File: src/rtl/six_code_pkg.sv
package six_code_pkg;

   localparam int CODE_W = 3;

   typedef logic [CODE_W-1:0] code_t;

   localparam code_t HOME_CODE = 3'b011;

   // Successor of each code along the loop; codes outside the loop map home.
   function automatic code_t loop_succ(input code_t c);
      code_t n;
      case (c)
         3'b011:  n = 3'b111;
         3'b111:  n = 3'b001;
         3'b001:  n = 3'b010;
         3'b010:  n = 3'b100;
         3'b100:  n = 3'b110;
         3'b110:  n = 3'b011;
         default: n = HOME_CODE;
      endcase
      return n;
   endfunction

   function automatic logic in_loop(input code_t c);
      return (c != 3'b000) && (c != 3'b101);
   endfunction

   // J-K update of a single bit.
   function automatic logic jk_step(input logic q, input logic j, input logic k);
      logic n;
      case ({j, k})
         2'b00:   n = q;
         2'b10:   n = 1'b1;
         2'b01:   n = 1'b0;
         default: n = ~q;
      endcase
      return n;
   endfunction

endpackage

File: src/rtl/jk_bank.sv
module jk_bank #(
   parameter int           W       = 3,
   parameter logic [W-1:0] RST_VAL = '0
) (
   input  logic         clk_i,
   input  logic         rst_i,
   input  logic [W-1:0] j_i,
   input  logic [W-1:0] k_i,
   output logic [W-1:0] q_o
);

   generate
      if (W < 1) begin : g_bad_width
         $error("jk_bank: W must be at least 1");
      end
   endgenerate

   for (genvar b = 0; b < W; b++) begin : g_bit
      logic q_r;

      always_ff @(posedge clk_i) begin
         if (rst_i) begin
            q_r <= RST_VAL[b];
         end else begin
            case ({j_i[b], k_i[b]})
               2'b00:   q_r <= q_r;
               2'b10:   q_r <= 1'b1;
               2'b01:   q_r <= 1'b0;
               default: q_r <= ~q_r;
            endcase
         end
      end

      assign q_o[b] = q_r;
   end

endmodule

File: src/rtl/six_code_excite.sv
module six_code_excite
   import six_code_pkg::*;
#(
   parameter int RECOVER_HOME = 1
) (
   input  code_t q_i,
   output code_t j_o,
   output code_t k_o
);

   code_t j_min;
   code_t k_min;
   logic  orphan;

   // Minimal excitation taken from the six transitions of the loop.
   always_comb begin
      j_min[2] = q_i[1];
      k_min[2] = q_i[1];
      j_min[1] = 1'b1;
      k_min[1] = ~(q_i[2] ^ q_i[0]);
      j_min[0] = q_i[2] & q_i[1];
      k_min[0] = ~q_i[1];
   end

   // The codes 000 and 101 share: middle bit clear, outer bits equal.
   assign orphan = ~q_i[1] & ~(q_i[2] ^ q_i[0]);

   generate
      if (RECOVER_HOME != 0 && RECOVER_HOME != 1) begin : g_bad_mode
         $error("six_code_excite: RECOVER_HOME must be 0 or 1");
      end

      if (RECOVER_HOME == 1) begin : g_home
         // Outside the loop: clear Q2, set Q1 and Q0, landing on 011.
         always_comb begin
            if (orphan) begin
               j_o = 3'b011;
               k_o = 3'b100;
            end else begin
               j_o = j_min;
               k_o = k_min;
            end
         end
      end else begin : g_min
         // The minimal equations already re-enter the loop in one step.
         always_comb begin
            j_o = j_min;
            k_o = k_min;
         end
      end
   endgenerate

endmodule

File: src/rtl/six_code_counter.sv
module six_code_counter
   import six_code_pkg::*;
#(
   parameter code_t RESET_CODE   = HOME_CODE,
   parameter int    RECOVER_HOME = 1
) (
   input  logic                clk_i,
   input  logic                rst_i,
   output logic [CODE_W-1:0]   code_o
);

   localparam int STATE_W = CODE_W;

   generate
      if (STATE_W != 3) begin : g_bad_state_w
         $error("six_code_counter: the loop is defined for 3-bit codes only");
      end
   endgenerate

   code_t state_w;
   code_t j_w;
   code_t k_w;

   six_code_excite #(
      .RECOVER_HOME(RECOVER_HOME)
   ) u_excite (
      .q_i(state_w),
      .j_o(j_w),
      .k_o(k_w)
   );

   jk_bank #(
      .W      (STATE_W),
      .RST_VAL(RESET_CODE)
   ) u_bits (
      .clk_i(clk_i),
      .rst_i(rst_i),
      .j_i  (j_w),
      .k_i  (k_w),
      .q_o  (state_w)
   );

   assign code_o = state_w;

endmodule

File: config.mk
export PLATFORM = sky130hd
export DESIGN_NAME = six_code_counter
export DESIGN_NICKNAME = d
export VERILOG_FILES = /design/src/rtl/six_code_pkg.sv /design/src/rtl/jk_bank.sv /design/src/rtl/six_code_excite.sv /design/src/rtl/six_code_counter.sv
export SDC_FILE = /design/constraint.sdc
export NUM_CORES = 1
export LEC_CHECK = 0
export BUFFER_PORTS_ARGS = -buffer_cell sky130_fd_sc_hd__buf_2
export CAP_MARGIN = 5
export CORE_AREA = 5 5 42 44
export DETAILED_ROUTE_END_ITERATION = 6
export DIE_AREA = 0 0 47 49
export HOLD_SLACK_MARGIN = 0.1
export PLACE_DENSITY = 0.44
export SKIP_LAST_GASP = 1
export SLEW_MARGIN = 0
export SYNTH_ARGS = -nofsm -noshare
export SYNTH_HDL_FRONTEND = slang
export SYNTH_HIERARCHICAL = 1
export SYNTH_SLANG_ARGS = --single-unit
File: constraint.sdc
create_clock -name clk_i -period 4.5 [get_ports clk_i]
set_input_delay 0.675 -clock clk_i [delete_from_list [all_inputs] [get_ports clk_i]]
set_output_delay 0.675 -clock clk_i [all_outputs]
set_load 0.005 [all_outputs]
==> results.json, run 1 <==
{
  "grt_util_met3": 0.03690,
  "ctsHoldBuffers": 0,
  "ys_seq_area_frac": 0.1920,
  "cp_slowest_cell": "dfxtp_1",
  "path_cells": "xnor2_1 > and2_2 > inv_1 > ha_1 > a21o_1 > a221o_1",
  "crit_start": "u_bits/g_bit[2].q_r",
  "clk_latency_ps": 230,
  "largest-register": "u_bits/g_bit.q_r",
  "rr_startpoint": "u_bits/g_bit[2].q_r",
  "grt_pass1_vias": 204,
  "worstPathArrival_ps": 1840,
  "synth_edf_count": 0,
  "start_util": 0.2232,
  "fin_crit_sh": 0.3825,
  "gr-usage-all-layers": 0.04779,
  "finalMaxSlewViolations": 0,
  "finalHoldViolCount": 0,
  "postRouteAntennaNets": 0,
  "cp-end-kind": "register",
  "ff_latch_area_um2": 60.06,
  "synth_top_cell_area_share": 0.2400,
  "stdcell_count": 58,
  "dp_cells": 54,
  "use_met2": 0.06335,
  "grt_overflow": 0,
  "cp.depth": 6,
  "setup_tns_ps": 0,
  "dpl.hpwl_um": 368.1,
  "tritoncts": "built",
  "cp.required_ps": 4620,
  "r2r_setup_slack_ps": 2780,
  "async_flop_share": 0,
  "outcome": "complete, no violations",
  "die_w_um": 47,
  "grtUsageMet1": 0.05240,
  "synthesis.area_um2": 312.8,
  "final_area_um2": 345.3,
  "post-route-min-period_ps": 1721,
  "die_area_um2": 2303,
  "globalplace.congestion": 0.6292,
  "top_usage_layer": "met2",
  "synthTopCellsByCount": "ha_1 (6), inv_1 (6), buf_4 (4), nor2_1 (4), dfxtp_1 (3)",
  "total_power_mw": 0.2440,
  "cts-buffers-inserted": 3,
  "wire_per_inst_um": 7.707,
  "setup_viol": 0,
  "rr_worst_depth": 6,
  "drt_first_pass_iters": 4,
  "yosys_warnings": 6,
  "total_leakage_power_nw": 0.1891,
  "fillers": 174,
  "vias": 223,
  "hp-class": "register to register",
  "rows": 14,
  "avgViaCountPerCell": 3.845,
  "pin_count": 5,
  "finalNetCount": 51,
  "ir_drop_uv": 195.3,
  "multi_input_area_um2": 196.4,
  "synth_fp_nets": 47,
  "critPathBufInv": 1,
  "path_clk_slew_ps": 40,
  "worstHoldStart": "u_bits/g_bit[2].q_r",
  "startpoint_type": "register",
  "skew_ps": 6.252,
  "max_freq_mhz": 580.9,
  "synth_ff_type": "dfxtp_1",
  "crit_type": "register to register",
  "clk_path_buf_depth": 2,
  "routed_wl_um": 447,
  "grt_antenna_before_repair": 0,
  "synth_area_leaders": "ha_1 (24%), dfxtp_1 (19%), buf_4 (9.6%), inv_1 (7.2%), a221o_1 (6.4%)",
  "largest_registers": "u_bits/g_bit.q_r x3",
  "maxCapViolations": 0,
  "critPathTopFamily": "compound AO/OA/AOI/OAI gates",
  "grt_pass1_wl_um": 786,
  "r2r_end": "u_bits/g_bit[1].q_r",
  "cellPowerDensity_nw_per_um2": 706.5,
  "post_cts_buffers": 0,
  "chipHeight_um": 49,
  "ctsResizeCount": 0,
  "critPathMaxStageDelay_ps": 410,
  "area_growth_pct": 10.40,
  "layout-drive-gt1-share": 0.1905,
  "avgSynthCellArea_um2": 8.021,
  "worstSetupEndpoint": "u_bits/g_bit[1].q_r",
  "clock_sinks": 3,
  "n_antenna_cell": 0,
  "grt_max_degree": 10,
  "netlist_instances": 39,
  "cp_max_fo": 5,
  "port_buffers": 4,
  "route.detailed.drc": 0,
  "h-tree-depth": 1,
  "core_area_um2": 1401,
  "yosysTopAreaCell": "ha_1",
  "yosysUniqueCellTypes": 18,
  "root_buffer": "clkbuf_4",
  "drt_iter0_drc": 3,
  "largest_reg_flops": 3,
  "rsz0062_at_grt": "no",
  "ys_ff_latch": 3,
  "dpl-instance-area_um2": 319.1
}
## report_power, final
part	internal, mW	switching (mW)
Combinational	0.0751	0.0660
Sequential	0.0386	0.0179
Clock	0.0332	0.0133
## through the flow
step,setup slack (ps),util,hold WS [ps]
after global placement,2781,0.2277,532.2
after detailed placement,2778,0.2277,533.2
final,2779,0.2464,535.2
after global routing,2633,0.2464,569.0
after CTS,2771,0.2464,538.7
after floorplan,2792,-,444.2
## routing by layer
layer	vias to the layer above	share of wire	wire [µm]
li1	125	-	-
met2	3	0.44	195
met4	0	0	0
met1	95	0.51	229
met3	0	0.047	21
met5	-	0	0
## tightest hold or removal path, cell delays in order, from the launching register on
cell and delay (ps):
dfxtp_1 350, nand2_1 80, a31oi_1 60
## worst min-delay path by stage
stage	depth (start not counted)	to
2_1_floorplan	2	u_bits/g_bit[2].q_r
3_3_place_gp	2	u_bits/g_bit[2].q_r
3_5_place_dp	2	u_bits/g_bit[2].q_r
4_1_cts	2	u_bits/g_bit[2].q_r
5_1_grt	2	u_bits/g_bit[2].q_r
6_report	2	u_bits/g_bit[2].q_r
## final cells by class
type,instances,area share
Clock buffer,4,0.07609
Inverter,6,0.06522
Multi-Input combinational cell,25,0.5688
Sequential cell,3,0.1739
Tap cell,16,0.05797
Timing Repair Buffer,4,0.05797
## cell families after synthesis
family / share of synthesized area
buf+inv: 0.1800
simple gates: 0.1880
flops: 0.1920
fa+ha+maj: 0.2400
xor+xnor: 0.05601
other cells: 0.01199
compound gates: 0.1320
## cell usage in the layout (no fill, tap or decap)
cell | netlist | final
buf_2 | 0 | 4
nand3b_1 | 1 | 1
or3_1 | 1 | 1
inv_1 | 6 | 6
a31oi_1 | 1 | 1
nor2_1 | 4 | 4
a221o_1 | 2 | 2
a21o_1 | 2 | 2
and2_2 | 1 | 1
clkbuf_1 | 1 | 1
conb_1 | 1 | 1
dfxtp_1 | 3 | 3
xor2_1 | 1 | 1
nand2_1 | 1 | 1
clkbuf_4 | 0 | 3
or2_1 | 1 | 1
xnor2_1 | 1 | 1
ha_1 | 6 | 6
nand2b_1 | 2 | 2
(Power assumes the default switching activity.)
==> run 2: changes to the inputs <==
ABC_AREA = 1   (was not set)
PLACE_DENSITY = 0.46   (was 0.44)
clock period = 1.7 ns   (was 4.5 ns; I/O delays follow)
==> run 2 against run 1 <==
  * Sequential share of layout area decreased by 1.2 points
  * Clock skew is 5.1 ps lower
  * Synthesized cell count up 38%
  * Final cell count increased by 26%
  * Largest cell class unchanged
==> results.json, run 2 <==
{
  "outcome": "complete, no violations",
  "post_cts_buffers": 0,
  "async_flop_share": 0,
  "finalHoldViolCount": 0,
  "hp-class": "input pin to register",
  "cp.required_ps": 1820,
  "drt_iter0_drc": 0,
  "ctsHoldBuffers": 0,
  "skew_ps": 1.117,
  "largest_registers": "u_bits/g_bit.q_r x3",
  "synthTopCellsByCount": "inv_1 (15), nand2_1 (12), ha_1 (6)",
  "total_power_mw": 0.6681,
  "layout_commonest_cell": "inv_1",
  "max_freq_mhz": 710.6,
  "root_buffer": "clkbuf_4",
  "ir_drop_uv": 721.8,
  "grt_overflow": 0,
  "synth_fp_nets": 62,
  "synth_top_cell_area_share": 0.2214,
  "maxCapViolations": 0,
  "cp_max_fo": 5,
  "largest_reg_flops": 3,
  "port_buffers": 4,
  "yosys_warnings": 6,
  "routed_wl_um": 542,
  "vias": 282,
  "wire_per_inst_um": 7.425,
  "avgViaCountPerCell": 3.863,
  "clk_latency_ps": 230,
  "path_cells": "inv_1 > nand2_1 > nand3_1 > nand2_1 > inv_1 > ha_1 > inv_1 > nand2_1 > nand3b_1 > nand2_1",
  "avgSynthCellArea_um2": 6.279,
  "route.detailed.drc": 0,
  "dpl.hpwl_um": 426.3,
  "tritoncts": "built",
  "clock_sinks": 3,
  "worstPathArrival_ps": 1530,
  "rows": 14,
  "gr-usage-all-layers": 0.05630,
  "clk_path_buf_depth": 2,
  "cp-end-kind": "register",
  "critPathMaxStageDelay_ps": 400,
  "largest-register": "u_bits/g_bit.q_r",
  "finalMaxSlewViolations": 0,
  "synthesis.area_um2": 339.1,
  "grt_max_degree": 8,
  "total_leakage_power_nw": 0.2425,
  "yosysUniqueCellTypes": 13,
  "utilization": 0.2652,
  "grt_pass1_vias": 247,
  "ctsResizeCount": 0,
  "drt_first_pass_iters": 1,
  "synth_area_leaders": "ha_1 (22%), dfxtp_1 (18%), inv_1 (17%), nand2_1 (13%), buf_4 (8.9%)",
  "globalplace.congestion": 0.5799,
  "core_area_um2": 1401,
  "cellPowerDensity_nw_per_um2": 1798,
  "setup_tns_ps": 0,
  "area_growth_pct": 9.594,
  "pin_count": 5,
  "cts-buffers-inserted": 3,
  "start_util": 0.2420,
  "final_cell_mix": "inv_1 (15), nand2_1 (12), ha_1 (6)",
  "ys_ff_latch": 3,
  "setup_ws_ps": 292.7,
  "synth_ff_type": "dfxtp_1",
  "chipHeight_um": 49,
  "grt_pass1_wl_um": 931,
  "rsz0062_at_grt": "no",
  "h-tree-depth": 1,
  "layout-drive-gt1-share": 0.1579,
  "fin_crit_sh": 0.8278,
  "dp_slack_ps": 317.8,
  "setup_viol": 0,
  "crit_type": "register to register",
  "cp_slowest_cell": "dfxtp_1",
  "post-route-min-period_ps": 1407,
  "fillers": 170,
  "cp_common_cell": "nand2_1",
  "post-synth-top-count-cell": "inv_1",
  "finalNetCount": 66,
  "path_clk_slew_ps": 40,
  "yosysTopAreaCell": "ha_1",
  "startpoint_type": "register",
  "die_area_um2": 2303,
  "netlist_instances": 54,
  "synth_edf_count": 0,
  "postRouteAntennaNets": 0,
  "die_w_um": 47,
  "grt_antenna_before_repair": 0,
  "n_antenna_cell": 0,
  "ys_seq_area_frac": 0.1771
}
run 2: cell types whose count changed after synthesis, sizes merged, moves of 2 or more:
cell / change
nand2: +13
inv: +9
a21o: -2
a21oi: +2
a221o: -2
nand2b: -2
run 2: cell type report:
cell class	count	area (µm²)	share of cell area
inverters	15	56.30	0.1515
well taps	16	20.02	0.05387
multi-input cells	31	188.9	0.5084
clock buffers	4	26.28	0.07071
repair buffers	4	20.02	0.05387
flip-flops and latches	3	60.06	0.1616
run 2: kinds of logic (layout without fill, tap and decap cells):
| family | count (synthesis) | after routing | share of synthesized area |
|---|---|---|---|
| flops | 3 | 3 | 0.1771 |
| compound gates | 3 | 3 | 0.05167 |
| fa+ha+maj | 6 | 6 | 0.2214 |
| other cells | 1 | 1 | 0.01106 |
| buf+inv | 20 | 23 | 0.2657 |
| simple gates | 21 | 21 | 0.2730 |
run 2: worst max-delay path: cells and delay by family (launching register included):
| family | cells | cell delay (ps) |
|---|---|---|
| AND/OR/NAND/NOR | 6 | 440 |
| flip-flops | 1 | 400 |
| buffers and inverters | 3 | 170 |
| adder cells (fa/ha/maj) | 1 | 290 |
run 2: path summary, 6_finish.rpt:
kind,startpoint,depth (start not counted),to,slack (ps)
worst max register to register,u_bits/g_bit[0].q_r,10,u_bits/g_bit[0].q_r,290
worst min register to register,u_bits/g_bit[0].q_r,2,u_bits/g_bit[0].q_r,570
worst max-delay path,u_bits/g_bit[0].q_r,10,u_bits/g_bit[0].q_r,290
worst min-delay path,rst_i,3,u_bits/g_bit[0].q_r,250
run 2: layer usage:
layer	vias to the layer above	track usage	share of wire
li1	158	-	-
met5	-	0	0
met3	0	0.02583	0.046
met1	121	0.06579	0.49
met2	3	0.07692	0.46
met4	0	0.04147	0
run 2: metrics by stage:
stage	hold slack [ps]	std cells	cell area, µm²
after detailed placement	487.8	69	345.3
after global placement	484.8	69	345.3
after CTS	243.2	73	371.6
after floorplan	350.8	54	339.1
final	248.8	73	371.6
after global routing	254.1	73	371.6
run 2: report_power, final:
group | switching [mW] | internal [mW]
sequential | 0.0448 | 0.102
clock | 0.0363 | 0.0879
combinational | 0.227 | 0.170
==> run 3: changes to the inputs <==
ABC_AREA = 0   (was 1)
PLACE_DENSITY = 0.45   (was 0.46)
clock period = 1.26 ns   (was 1.7 ns; I/O delays follow)
==> run 3 against run 2 <==
  * Final cell count down 6.8%
  * Sequential share of layout area down 1.6 points
  * Design area up 27%
  * Largest cell class unchanged
  * Core utilization up 7.2 points
  * Register-to-register slack worse by 590 ps
  * Clock skew down 0.77 ps
  * Critical path type unchanged
  * The flow now finishes with violations (negative setup slack)
==> results.json, run 3 (same netlist as run 1, synthesis figures left out) <==
{
  "vias": 272,
  "total_power_mw": 1.274,
  "whs_path_depth": 2,
  "rr_startpoint": "u_bits/g_bit[1].q_r",
  "critPathBufInv": 1,
  "post-route-min-period_ps": 1554,
  "avgViaCountPerCell": 4.000,
  "finalHoldViolCount": 0,
  "root_buffer": "clkbuf_4",
  "clock_sinks": 3,
  "violations": "negative setup slack",
  "max_freq_mhz": 643.5,
  "startpoint_type": "register",
  "core_area_um2": 1401,
  "tritoncts": "built",
  "total_leakage_power_nw": 0.2478,
  "cp.required_ps": 1370,
  "outcome": "finished with violations",
  "cp_max_fo": 3,
  "layout_commonest_cell": "buf_4",
  "r2r_end": "u_bits/g_bit[0].q_r",
  "drt_first_pass_iters": 3,
  "finalNetCount": 61,
  "r2r_setup_slack_ps": -290,
  "setup_ws_ps": -294.0,
  "grt_overflow": 0,
  "crit_type": "register to register",
  "hp-class": "input pin to register",
  "layout-drive-gt1-share": 0.5000,
  "rsz0062_at_grt": "yes",
  "cp_slowest_cell": "dfxtp_2",
  "cp-end-kind": "register",
  "port_buffers": 4,
  "clk_path_buf_depth": 2,
  "critPathTopFamily": "compound AO/OA/AOI/OAI gates",
  "ir_drop_uv": 570.0,
  "worstPathArrival_ps": 1660,
  "start_util": 0.2232,
  "die_w_um": 47,
  "grt_antenna_before_repair": 0,
  "n_antenna_cell": 0,
  "wire_per_inst_um": 8.971,
  "largest_reg_flops": 3,
  "h-tree-depth": 1,
  "dpl.hpwl_um": 458,
  "routed_wl_um": 610,
  "skew_ps": 0.3461,
  "rr_worst_depth": 6,
  "largest_registers": "u_bits/g_bit.q_r x3",
  "grt_pass1_vias": 271,
  "finalMaxSlewViolations": 0,
  "cts-buffers-inserted": 3,
  "dp_cells": 62,
  "globalplace.congestion": 0.6961,
  "die_area_um2": 2303,
  "final_cell_mix": "buf_4 (10), inv_1 (5), buf_2 (4), ha_1 (4)",
  "fin_crit_sh": 1.233,
  "grt_max_degree": 5,
  "critPathMaxStageDelay_ps": 330,
  "gr-usage-all-layers": 0.06465,
  "grt_pass1_wl_um": 1055,
  "pin_count": 5,
  "whs_ps": 156.6,
  "postRouteAntennaNets": 0,
  "path_cells": "nor2_4 > xor2_1 > inv_1 > ha_4 > a21o_1 > a221o_1",
  "area_growth_pct": 51.20,
  "maxCapViolations": 0,
  "path_clk_slew_ps": 40,
  "worstHoldStart": "rst_i",
  "stdcell_count": 68,
  "setup_viol": 3,
  "chipHeight_um": 49,
  "hold_path_end": "u_bits/g_bit[2].q_r",
  "rows": 14,
  "largest-register": "u_bits/g_bit.q_r",
  "drt_iter0_drc": 3,
  "cellPowerDensity_nw_per_um2": 2693,
  "clk_latency_ps": 230,
  "fillers": 150,
  "route.detailed.drc": 0
}
-- run 3: cell count changes in the layout (fill, tap and decap cells not counted), moves of 3 or more --
cell / previous run / this run
inv_1: 15 / 5
buf_4: 0 / 10
nand2_1: 12 / 1
dfxtp_1: 3 / 0
-- run 3: routing by layer --
layer,global-route usage,vias up,part of all wire
met5,0,-,0
met1,0.08079,125,0.48
li1,-,146,-
met2,0.09050,1,0.50
met4,0.05530,0,0
met3,0.01107,0,0.016
-- run 3: power by group --
group	switching (mW)	internal (mW)
Clock	0.0497	0.119
Sequential	0.0644	0.156
Combinational	0.356	0.528
Total	0.470	0.804
-- run 3: layout make-up --
| type | count | area (µm²) | share of cell area |
|---|---|---|---|
| multi-input cells | 25 | 237.7 | 0.5026 |
| repair buffers | 14 | 95.09 | 0.2011 |
| flip-flops and latches | 3 | 68.82 | 0.1455 |
| clock buffers | 4 | 26.28 | 0.05556 |
| inverters | 6 | 25.02 | 0.05291 |
| well taps | 16 | 20.02 | 0.04233 |
-- run 3: worst max path at each step --
stage                        start                   to  slack [ps]  cells past startpoint
4_1_cts        u_bits/g_bit[0].q_r  u_bits/g_bit[1].q_r        -290                      6
2_1_floorplan  u_bits/g_bit[1].q_r  u_bits/g_bit[0].q_r        -330                      7
3_5_place_dp   u_bits/g_bit[0].q_r  u_bits/g_bit[1].q_r        -350                      6
3_3_place_gp   u_bits/g_bit[0].q_r  u_bits/g_bit[0].q_r        -350                      6
6_report       u_bits/g_bit[1].q_r  u_bits/g_bit[0].q_r        -290                      6
5_1_grt        u_bits/g_bit[1].q_r  u_bits/g_bit[0].q_r        -360                      6
-- run 3: timing repair --
action                     4_1_cts  5_1_grt
resized for setup                2        2
buffers inserted                 2        0
hold buffers                     0        0
pin swaps                        2        2
setup endpoints to repair        3        3
-- run 3: metrics by stage --
step | TNS, ps | cell area (µm²) | utilization | worst slack (ps)
after global routing | -1062 | 473.0 | 0.3375 | -364.4
after detailed placement | -1005 | 412.9 | 0.2946 | -348.2
after CTS | -830.1 | 457.9 | 0.3268 | -291.0
after global placement | -989.2 | 412.9 | 0.2946 | -347.2
final | -838.7 | 473.0 | 0.3375 | -294.0
after floorplan | -906.9 | 357.8 | - | -327.4
